<file path="src/rtl/tx_symbol_pkg.sv">
package tx_symbol_pkg;

  localparam int SYM_W = 5;
  localparam int NIB_W = 4;

  localparam logic [SYM_W-1:0] SYM_IDLE = 5'b11111;
  localparam logic [SYM_W-1:0] SYM_J    = 5'b11000;
  localparam logic [SYM_W-1:0] SYM_K    = 5'b10001;
  localparam logic [SYM_W-1:0] SYM_T    = 5'b01101;
  localparam logic [SYM_W-1:0] SYM_R    = 5'b00111;
  localparam logic [SYM_W-1:0] SYM_HALT = 5'b00100;

  typedef enum logic [2:0] {
    SEL_IDLE,
    SEL_J,
    SEL_K,
    SEL_DATA,
    SEL_HALT,
    SEL_T,
    SEL_R
  } codeSelT;

  typedef struct packed {
    logic    load;
    logic    shift;
    codeSelT sel;
  } strobeT;

  function automatic logic [SYM_W-1:0] dataCode(input logic [NIB_W-1:0] nib);
    logic [SYM_W-1:0] c;
    case (nib)
      4'h0: c = 5'b11110;
      4'h1: c = 5'b01001;
      4'h2: c = 5'b10100;
      4'h3: c = 5'b10101;
      4'h4: c = 5'b01010;
      4'h5: c = 5'b01011;
      4'h6: c = 5'b01110;
      4'h7: c = 5'b01111;
      4'h8: c = 5'b10010;
      4'h9: c = 5'b10011;
      4'hA: c = 5'b10110;
      4'hB: c = 5'b10111;
      4'hC: c = 5'b11010;
      4'hD: c = 5'b11011;
      4'hE: c = 5'b11100;
      default: c = 5'b11101;
    endcase
    return c;
  endfunction

endpackage

</file>
<file path="src/rtl/tx_symbol_ctrl.sv">
module tx_symbol_ctrl
  import tx_symbol_pkg::*;
#(
  parameter int GROUP_W = SYM_W
) (
  input  logic   clk,
  input  logic   rstN,
  input  logic   bitEn,
  input  logic   txEnable,
  input  logic   txError,
  output logic   nibbleTick,
  output strobeT strobes
);

  localparam int CNT_W = (GROUP_W > 1) ? $clog2(GROUP_W) : 1;
  localparam logic [CNT_W-1:0] LAST_BIT = CNT_W'(GROUP_W - 1);

  typedef enum logic [1:0] {
    ST_IDLE,
    ST_SEND_K,
    ST_DATA,
    ST_SEND_R
  } frameStateT;

  frameStateT state, stateNext;
  logic [CNT_W-1:0] bitCnt;
  logic groupEdge;
  codeSelT selNext;

  assign groupEdge = bitEn && (bitCnt == LAST_BIT);

  // bit position counter: reset to the last position so that the
  // first bit enable after reset loads a fresh group
  always_ff @(posedge clk) begin
    if (!rstN) begin
      bitCnt <= LAST_BIT;
    end else if (bitEn) begin
      if (bitCnt == LAST_BIT) bitCnt <= '0;
      else                    bitCnt <= bitCnt + 1'b1;
    end
  end

  // frame sequencing, evaluated at each group boundary
  always_comb begin
    stateNext = state;
    selNext   = SEL_IDLE;
    case (state)
      ST_IDLE: begin
        if (txEnable) begin
          selNext   = SEL_J;
          stateNext = ST_SEND_K;
        end else begin
          selNext   = SEL_IDLE;
        end
      end
      ST_SEND_K: begin
        selNext   = SEL_K;
        stateNext = ST_DATA;
      end
      ST_DATA: begin
        if (txEnable) begin
          selNext = txError ? SEL_HALT : SEL_DATA;
        end else begin
          selNext   = SEL_T;
          stateNext = ST_SEND_R;
        end
      end
      ST_SEND_R: begin
        selNext   = SEL_R;
        stateNext = ST_IDLE;
      end
      default: begin
        selNext   = SEL_IDLE;
        stateNext = ST_IDLE;
      end
    endcase
  end

  always_ff @(posedge clk) begin
    if (!rstN)          state <= ST_IDLE;
    else if (groupEdge) state <= stateNext;
  end

  assign nibbleTick    = groupEdge;
  assign strobes.load  = groupEdge;
  assign strobes.shift = bitEn && !groupEdge;
  assign strobes.sel   = selNext;

endmodule

</file>
<file path="src/rtl/tx_symbol_dpath.sv">
module tx_symbol_dpath
  import tx_symbol_pkg::*;
#(
  parameter int GROUP_W = SYM_W,
  parameter int DATA_W  = NIB_W
) (
  input  logic              clk,
  input  logic              rstN,
  input  strobeT            strobes,
  input  logic [DATA_W-1:0] txNibble,
  output logic              txBit
);

  logic [GROUP_W-1:0] shReg;
  logic [GROUP_W-1:0] codeIn;

  always_comb begin
    case (strobes.sel)
      SEL_J:    codeIn = SYM_J;
      SEL_K:    codeIn = SYM_K;
      SEL_DATA: codeIn = dataCode(txNibble);
      SEL_HALT: codeIn = SYM_HALT;
      SEL_T:    codeIn = SYM_T;
      SEL_R:    codeIn = SYM_R;
      default:  codeIn = SYM_IDLE;
    endcase
  end

  always_ff @(posedge clk) begin
    if (!rstN) begin
      shReg <= SYM_IDLE;
    end else if (strobes.load) begin
      shReg <= codeIn;
    end else if (strobes.shift) begin
      shReg <= {shReg[GROUP_W-2:0], 1'b0};
    end
  end

  assign txBit = shReg[GROUP_W-1];

endmodule

</file>
<file path="src/rtl/tx_symbol_encoder.sv">
module tx_symbol_encoder
  import tx_symbol_pkg::*;
#(
  parameter int GROUP_W = SYM_W,
  parameter int DATA_W  = NIB_W
) (
  input  logic              clk,
  input  logic              rstN,
  input  logic              bitEn,
  input  logic [DATA_W-1:0] txNibble,
  input  logic              txEnable,
  input  logic              txError,
  output logic              txBit,
  output logic              nibbleTick
);

  strobeT strobes;

  tx_symbol_ctrl #(.GROUP_W(GROUP_W)) uCtrl (
    .clk        (clk),
    .rstN       (rstN),
    .bitEn      (bitEn),
    .txEnable   (txEnable),
    .txError    (txError),
    .nibbleTick (nibbleTick),
    .strobes    (strobes)
  );

  tx_symbol_dpath #(.GROUP_W(GROUP_W), .DATA_W(DATA_W)) uDpath (
    .clk      (clk),
    .rstN     (rstN),
    .strobes  (strobes),
    .txNibble (txNibble),
    .txBit    (txBit)
  );

endmodule

</file>
<file path="config.mk">
export PLATFORM = sky130hd
export DESIGN_NAME = tx_symbol_encoder
export DESIGN_NICKNAME = d
export VERILOG_FILES = /design/src/rtl/tx_symbol_pkg.sv /design/src/rtl/tx_symbol_ctrl.sv /design/src/rtl/tx_symbol_dpath.sv /design/src/rtl/tx_symbol_encoder.sv
export SDC_FILE = /design/constraint.sdc
export NUM_CORES = 1
export LEC_CHECK = 0
export BUFFER_PORTS_ARGS = -buffer_cell sky130_fd_sc_hd__buf_2
export CAP_MARGIN = 20
export CORE_MARGIN = 2
export CORE_UTILIZATION = 54
export CTS_CLUSTER_DIAMETER = 150
export DETAILED_ROUTE_END_ITERATION = 7
export GPL_TIMING_DRIVEN = 0
export PLACE_DENSITY = 0.73
export SYNTH_ARGS = -nofsm -noshare
export SYNTH_HDL_FRONTEND = slang
export SYNTH_SLANG_ARGS = --single-unit
</file>
<file path="constraint.sdc">
create_clock -name clk -period 1.7 [get_ports clk]
set_input_delay 0.17 -clock clk [delete_from_list [all_inputs] [get_ports clk]]
set_output_delay 0.17 -clock clk [all_outputs]
set_load 0.05 [all_outputs]
</file>
## Word-level counts from Yosys, hierarchy flattened

Memory sizes are Yosys's and may differ from the RTL's.
Index checks and enable logic that the tools add are counted.

- $add $sub $neg: 1
- Equal/unequal tests: 12
- Muxes and demuxes: 11
- Reductions and logical operators: 6

Operators with widths:

| cell | count |
|---|---|
| case mux 5 bit (6 select lines) | 1 |
| equality test 3 bit (second input constant) | 4 |
| case mux 3 bit (4 select lines) | 1 |
| 2-to-1 mux 5 bit | 2 |
| 2-to-1 mux 3 bit | 3 |
| case mux 2 bit (4 select lines) | 1 |
| equality test 3 x 2 -> 1 bit (second input constant) | 2 |
| equality test 2 bit (second input constant) | 2 |
| 2-to-1 mux 2 bit | 2 |
| inequality test 2 bit (second input constant) | 2 |
| adder 3 x 1 -> 3 bit (second input constant) | 1 |
| equality test 3 x 1 -> 1 bit (second input constant) | 1 |
| AND reduction 3 bit | 1 |
| equality test 2 x 1 -> 1 bit (second input constant) | 1 |
| logical AND 1 bit | 2 |
| logical NOT 2 bit | 1 |
| nonzero test 2 bit | 1 |
| logical NOT 1 bit | 1 |
| 2-to-1 mux 1 bit | 1 |

- Flip-flop bits (word level): 10
- Memory bits (read-only): 80
- Bits of input ports: 9
- Output and inout bits: 2
- Word-level logic and storage cells: 34
- Memories: 1

Memory list:

| memory | depth | bits a word | read ports | clocked after Yosys merged registers in | write ports | line | RTL |
|---|---|---|---|---|---|---|---|
| (name not given) | 16 | 5 | 1 | 0 | 0 | tx_symbol_pkg.sv:31 | `case (nib)` |

## Longest topological paths before layout

Gate-level depths: netlist of the first run.

- Depth in word-level cells: 6
- Mapped depth: 7
- Depth with buffers taken out: 7

## Modules after synthesis

From an unflattened synthesis of the first run, not the netlist that was laid out.

- Cell total of the unflattened synthesis: 88
- Area, all modules: 696.9 sq um

By module, submodules not included:

| module | times used | cells each | area an instance (sq um) | seq. area each (sq um) |
|---|---|---|---|---|
| tx_symbol_ctrl | 1 | 42 | 361.6 | 100.1 |
| tx_symbol_dpath | 1 | 46 | 335.3 | 100.1 |

## Worst setup path before layout of the first run

No wires, ideal clock.

- Kind: reg-to-reg
- Start point: register uCtrl.bitCnt[0]
- End point: register uCtrl.state[1]
- Library setup time: 0.114 ns
- Data arrival time: 1.611 ns
- Required time: 1.586 ns
- Setup slack: -0.026 ns
- Stages on the path, launching flop included: 8
- Buffers on the path: 0
- Clock period less this slack: 1.726 ns
- Path through: dfxtp_1 > inv_1 > ha_1 > nand3_2 > clkinv_1 > nand3_1 > mux2i_1 > nor2_1

- Cells in the longest elaborated chain, start to end: 3

Ends and longest elaborated chain:

| item | line | RTL |
|---|---|---|
| start, declared | tx_symbol_ctrl.sv:26 | `logic [CNT_W-1:0] bitCnt;` |
| start signal, assigned | tx_symbol_ctrl.sv:39 | `else bitCnt <= bitCnt + 1'b1;` |
| equality test 3 bit | tx_symbol_ctrl.sv:30 | `assign groupEdge = bitEn && (bitCnt == LAST_BIT);` |
| logical AND 1 bit | tx_symbol_ctrl.sv:30 |  |
| net nibbleTick | tx_symbol_encoder.sv:14 | `output logic nibbleTick` |
| AND reduction 3 bit (no line) | - |  |
| end signal, assigned | tx_symbol_ctrl.sv:81 | `else if (groupEdge) state <= stateNext;` |
| end, declared | tx_symbol_ctrl.sv:25 | `frameStateT state, stateNext;` |

The timed path passes the listed nets, and every way through them passes these cells.
A chain may end at the register's enable or synchronous reset.

## Worst setup path in the final report of the first run

- Start point: register uCtrl.state[0]
- End point: register uDpath.shReg[4]

- Cells in the longest elaborated chain, start to end: 5
- Elaborated cells between the ends (all ways): 13
- Those cells by class: 9 x eq/ne; 3 x mux; 1 x reduce/logical

Ends and longest elaborated chain:

| item | line | RTL |
|---|---|---|
| equality test 2 bit, or another cell as far along | tx_symbol_ctrl.sv:47 | `case (state)` |
| case mux 3 bit (4 select lines) (*) | tx_symbol_ctrl.sv:47 |  |
| equality test 3 bit, or another cell as far along | tx_symbol_dpath.sv:18 | `case (strobes.sel)` |
| case mux 5 bit (6 select lines) (*) | tx_symbol_dpath.sv:18 |  |
| 2-to-1 mux 5 bit (*) | tx_symbol_dpath.sv:32 | `end else if (strobes.load) begin` |
| end signal, assigned | tx_symbol_dpath.sv:33 | `shReg <= codeIn;` |
| end signal, assigned | tx_symbol_dpath.sv:35 | `shReg <= {shReg[GROUP_W-2:0], 1'b0};` |
| end, declared | tx_symbol_dpath.sv:14 | `logic [GROUP_W-1:0] shReg;` |

Mark *: on every way between the ends. The rest lies on a longest branch, timed or not.

==> run summary, run 1 <==
Outcome: finished clean
Peak VDD IR: 0.0003159 V
Initial core utilization: 56.48%
Initial DRC count: 17
Adder-cell share of the synthesized area: 8.621%
P_leak: 0.3671 nW
Pwr dens: 806.0 nW/um^2
WL/cell: 12.96 um
Vert. Die Dim: 40.66 um
Mapped Nets: 100
Vias per cell: 5.711
Slew Viols, Final: 0
Layout area overhead: 14.48%
Dominant synthesized flop cell: dfxtp_1
Die W: 40.66 um
Total power: 0.0006696 W
Sequential area share after synthesis: 27.59%
Worst path top cell family by delay: compound AO/OA/AOI/OAI gates
Total track usage: 20.43%
Final clock skew: 0.001358 ns
Required time worst endpoint: 1.84 ns
Synth top area share: 27.59%
Fin crit share: 93.89%
Sink Count: 10
Vias in the first global route: 516
Clock buffer depth: 2
Setup tns final: 0 ns
Fin area: 830.8 sq um
Fill cells: 131
Slew at the pin closest to its max-slew limit: 0.3107 ns
Full die area: 1653 sq um
Largest family of logic cells by synthesized area: compound AO/OA/AOI/OAI gates
Number of synthesized flops with an enable pin: 0
DRC Markers: 0
Critical path arrival: 1.73 ns
Overflow after GRT: 0
Postcts setup bufs: 0
CTS Root Buffer Type: clkbuf_4
Asr flop ratio synth: 0%
Top-level port count: 11
Count of final setup violators: 0
Worst-path clk slew: 0.06 ns
First-pass GRT wire length: 2.173 mm
Share of layout cells above drive strength 1: 28.28%
Synth Area in XOR/XNOR: 2.414%
Min-delay worst type: in2reg
ANT nets after route: 0
Final hold slack: 0.1693 ns
Via Count: 651
TritonCTS Buffers: 3
Yosys warns: 0
Initial antenna violation count: 0
Register bit total from synthesis: 10
Critical-path top delay cell: o41ai_1
Fmax: 0.6265 GHz
Crit-path cells: inv_1 > ha_2 > a21boi_2 > o21ai_1 > o41ai_1 > o21ai_1
DP Area: 795.8 sq um
Router iterations before antenna repair: 4
Type of origin of the critical path: register
Distinct cells, synth: 36
CTS tree: built
Crit-path max cell delay: 0.38 ns
Synth Area in Compound Gates: 34.83%
Cell Area, Synth: 725.7 sq um
Top post-synthesis cells by count: dfxtp_1, inv_1, o21ai_0
Slew HR: 79.02%
Largest net degree at the start of global routing: 11
Most used cell, CP: o21ai_1
Mean Syn Cell Area: 8.438 sq um
Top post-synthesis cells by area: dfxtp_1, ha_1, inv_1
Nets: 115
Total Routed Length: 1.477 mm
Max-cap violations: 0
RSZ-0062 raised after global routing: no
Port-buffer cells: 10
Worst-skew pair later-pin latency: 0.25 ns
Crit Path Category: reg2reg
Fin crit period: 1.596 ns
N_diodes: 0
Gate Count Post-Synth: 86
Final Hold Fails: 0
CTS H-Tree Depth: 1
Crit path buf inv count: 1
Std-Cell Rows: 13
Crit end category: register
Core Footprint: 1285 sq um
Mux contribution to synthesized area: 2.759%
Synth Area in Simple Gates: 17.41%
Worst-path fanout max: 5
Global placement routability congestion: 0.8163
Leading area contributor after synthesis: dfxtp_1
DPL Wire Length: 1.133 mm
==> area by class of cell <==
class	count	area, sq um	area share [%]
Tap cell	15	18.77	2.259
Timing Repair Buffer	10	50.05	6.024
Buffer	1	5.005	0.6024
Clock buffer	3	22.52	2.711
Multi-Input combinational cell	64	490.5	59.04
Inverter	11	42.54	5.120
Sequential cell	10	201.4	24.25
==> metal layers <==
layer  share of wire (%)  wire (um)  track usage (%)
met5                   0          0                0
met1                  50        743            27.91
met3                 1.6         23            1.630
met2                  46        684            30.16
met4                 1.8         27            14.17
==> flip-flops by register name, summed over array words and instances (netlist names) <==
signal        cells
uCtrl.bitCnt      3
uCtrl.state       2
uDpath.shReg      5
==> through the flow <==
step	util, %	setup WS [ns]	cells
finish	64.65	0.1039	114
global route	64.65	0.003636	114
CTS	63.78	0.03950	114
detailed placement	61.93	0.04088	111
floorplan	-	0.1888	86
global placement	61.93	0.04683	111
==> cell usage in the layout, fill, tap and decap left out, types with 2 or more instances in the layout <==
cell       n
a21oi_1    4
a31oi_1    5
buf_2     11
clkbuf_4   3
dfxtp_1    9
ha_1       3
ha_2       2
inv_1     10
mux2i_1    2
nand2_1    2
nand2b_1   2
nand3_1    2
nor2_1     3
nor2b_1    2
nor3_1     2
o211ai_1   2
o21ai_0    6
o21ai_1    3
o31ai_1    3
o41ai_1    2
xnor2_1    2
==> worst register-to-register path: cells and delay by family, from the launching register on <==
family / cells / cell delay [ns]
AOI/OAI and AO/OA: 4 / 0.78
adders and majority gates: 1 / 0.24
buffers and inverters: 1 / 0.12
DFF: 1 / 0.33
==> logic make-up (layout without fill, tap and decap cells) <==
logic type	Yosys count	count (layout)
and+or+nand+nor	19	19
buffers and inverters	12	25
xor gates and xnor gates	2	2
AOI/OAI and AO/OA	36	36
DFF	10	10
adders and majority gates	5	5
muxes	2	2
==> report_power, final <==
group          switching (W)  total (W)  internal [W]
clock network      0.0000697   0.000151     0.0000812
logic               0.000142   0.000234     0.0000913
registers          0.0000203   0.000285      0.000265
total               0.000232   0.000670      0.000437
==> timing repair <==
action / 4_1_cts / 5_1_grt
hold buffers: 0 / 0
gates resized for setup: 1 / 4
endpoints found under the setup margin: 1 / 4
==> path summary, 6_finish.rpt <==
path	startpoint	end	slack [ns]	depth (start not counted)
worst min register to register	uDpath.shReg[1]$_SDFFE_PN1P_	uDpath.shReg[2]$_SDFFE_PN1P_	0.50	2
worst min-delay path	rstN	uCtrl.bitCnt[2]$_SDFFE_PN1P_	0.17	2
worst max-delay path	uCtrl.state[0]$_SDFFE_PN0P_	uDpath.shReg[4]$_SDFFE_PN1P_	0.10	6
worst max register to register	uCtrl.state[0]$_SDFFE_PN0P_	uDpath.shReg[4]$_SDFFE_PN1P_	0.10	6
No activity file was read; power rests on OpenSTA's default activity.
==> run 2: changes to the inputs <==
--- a/config.mk
+++ b/config.mk
@@ -8,11 +8,11 @@
 export BUFFER_PORTS_ARGS = -buffer_cell sky130_fd_sc_hd__buf_2
 export CAP_MARGIN = 20
 export CORE_MARGIN = 2
-export CORE_UTILIZATION = 54
+export CORE_UTILIZATION = 55
 export CTS_CLUSTER_DIAMETER = 150
 export DETAILED_ROUTE_END_ITERATION = 7
 export GPL_TIMING_DRIVEN = 0
-export PLACE_DENSITY = 0.73
+export PLACE_DENSITY = 0.74
 export SYNTH_ARGS = -nofsm -noshare
 export SYNTH_HDL_FRONTEND = slang
 export SYNTH_SLANG_ARGS = --single-unit
==> constraint.sdc (replaced) <==
create_clock -name clk -period 2 [get_ports clk]
set_input_delay 0.2 -clock clk [delete_from_list [all_inputs] [get_ports clk]]
set_output_delay 0.2 -clock clk [all_outputs]
set_load 0.05 [all_outputs]
==> run summary, run 2 (synthesized netlist as in run 1, its figures left out) <==
Largest regs: uDpath.shReg: 5 flops, uCtrl.bitCnt: 3 flops, uCtrl.state: 2 flops
Pwr dens: 696.0 nW/um^2
Crit Path Category: reg2reg
Slew at the pin closest to its max-slew limit: 0.3576 ns
Min-delay worst type: in2reg
Postcts setup bufs: 0
CTS Root Buffer Type: clkbuf_4
Initial antenna violation count: 0
WL/cell: 12.49 um
Total power: 0.0005686 W
Commonest non-fill, non-tap cell in the layout: buf_2
Full die area: 1626 sq um
Final clock skew: 0.003424 ns
Port-buffer cells: 10
Post-CTS resize count: 0
Commonest non-fill, non-tap cells in the layout: buf_2, inv_1, dfxtp_1, o21ai_0
Clock buffer depth: 2
ANT nets after route: 0
Outcome: finished clean
Critical-path top delay cell: o41ai_1
Required time worst endpoint: 2.15 ns
Finished Core Util: 64.40%
Setup tns final: 0 ns
Peak VDD IR: 0.0004872 V
Overflow after GRT: 0
Layout area overhead: 12.59%
Top-level port count: 11
Vias per cell: 5.851
Max reg flops: 5
Router iterations before antenna repair: 4
Vias in the first global route: 523
Final Hold Fails: 0
Initial core utilization: 57.20%
Initial DRC count: 15
P_leak: 0.3647 nW
Fmax: 0.5787 GHz
Fin crit share: 86.40%
Type of origin of the critical path: register
CTS H-Tree Depth: 1
# hold bufs at CTS: 0
Core Footprint: 1269 sq um
Total track usage: 21.03%
RSZ-0062 raised after global routing: no
DPL Wire Length: 1.151 mm
Crit-path max cell delay: 0.44 ns
Nets: 115
Global placement routability congestion: 0.7138
Count of final setup violators: 0
Fin crit period: 1.728 ns
Worst-path clk slew: 0.06 ns
Most used cell, CP: o21ai_1
Max-cap violations: 0
Die W: 40.33 um
N_diodes: 0
Crit-path cells: ha_1 > a21boi_1 > o21ai_1 > o41ai_1 > o21ai_1
Critical path arrival: 1.87 ns
Via Count: 667
First-pass GRT wire length: 2.194 mm
Share of layout cells above drive strength 1: 22.22%
Final hold slack: 0.1802 ns
Slew HR: 75.85%
Largest net degree at the start of global routing: 11
Slew Viols, Final: 0
CTS tree: built
Worst-skew pair later-pin latency: 0.26 ns
Sink Count: 10
Most flops, register: uDpath.shReg
Worst-path fanout max: 6
Crit end category: register
DRC Markers: 0
TritonCTS Buffers: 3
Vert. Die Dim: 40.33 um
Std-Cell Rows: 13
Total Routed Length: 1.424 mm
## run 2: worst paths after layout
check,cells after the start,slack [ns],from,end
worst max-delay path,5,0.27,uCtrl.state[1]$_SDFFE_PN0P_,uDpath.shReg[4]$_SDFFE_PN1P_
worst min-delay path,2,0.18,rstN,uCtrl.bitCnt[2]$_SDFFE_PN1P_
worst min register to register,2,0.51,uDpath.shReg[2]$_SDFFE_PN1P_,uDpath.shReg[3]$_SDFFE_PN1P_
worst max register to register,5,0.27,uCtrl.state[1]$_SDFFE_PN0P_,uDpath.shReg[4]$_SDFFE_PN1P_
## run 2: final cells by class
| cell class | count | area (sq um) |
|---|---|---|
| Multi-Input combinational cell | 64 | 479.2 |
| Fill cell | 122 | 451.7 |
| Sequential cell | 10 | 200.2 |
| Timing Repair Buffer | 10 | 50.05 |
| Inverter | 11 | 41.29 |
| Clock buffer | 3 | 22.52 |
| Tap cell | 15 | 18.77 |
| Buffer | 1 | 5.005 |
## run 2: per-stage QoR
stage / worst slack, ns / cells / cell area, sq um
2_1_floorplan: 0.2742 / 86 / 725.7
3_3_place_gp: 0.3704 / 111 / 794.5
3_5_place_dp: 0.2804 / 111 / 794.5
4_1_cts: 0.2651 / 114 / 817.0
5_1_grt: 0.1225 / 114 / 817.0
6_report: 0.2720 / 114 / 817.0
## run 2: critical path, delay by kind of cell, from the launching register on
family	cells	cell delay (ns)
AO/OA/AOI/OAI	4	0.93
adder cells (fa/ha/maj)	1	0.27
flip-flops	1	0.43
## run 2: power breakdown
group,internal (W),switching [W]
registers,0.000225,0.0000174
clock network,0.0000692,0.0000631
logic,0.0000755,0.000119
total,0.000370,0.000199
## run 2: per-layer routing
metal | vias to the layer above | GRT usage (%) | share of wire (%)
li1 | 347 | - | -
met1 | 303 | 25.42 | 46
met2 | 13 | 30.16 | 47
met3 | 4 | 11.11 | 4.7
met4 | 0 | 10.00 | 2.2
met5 | - | 0 | 0
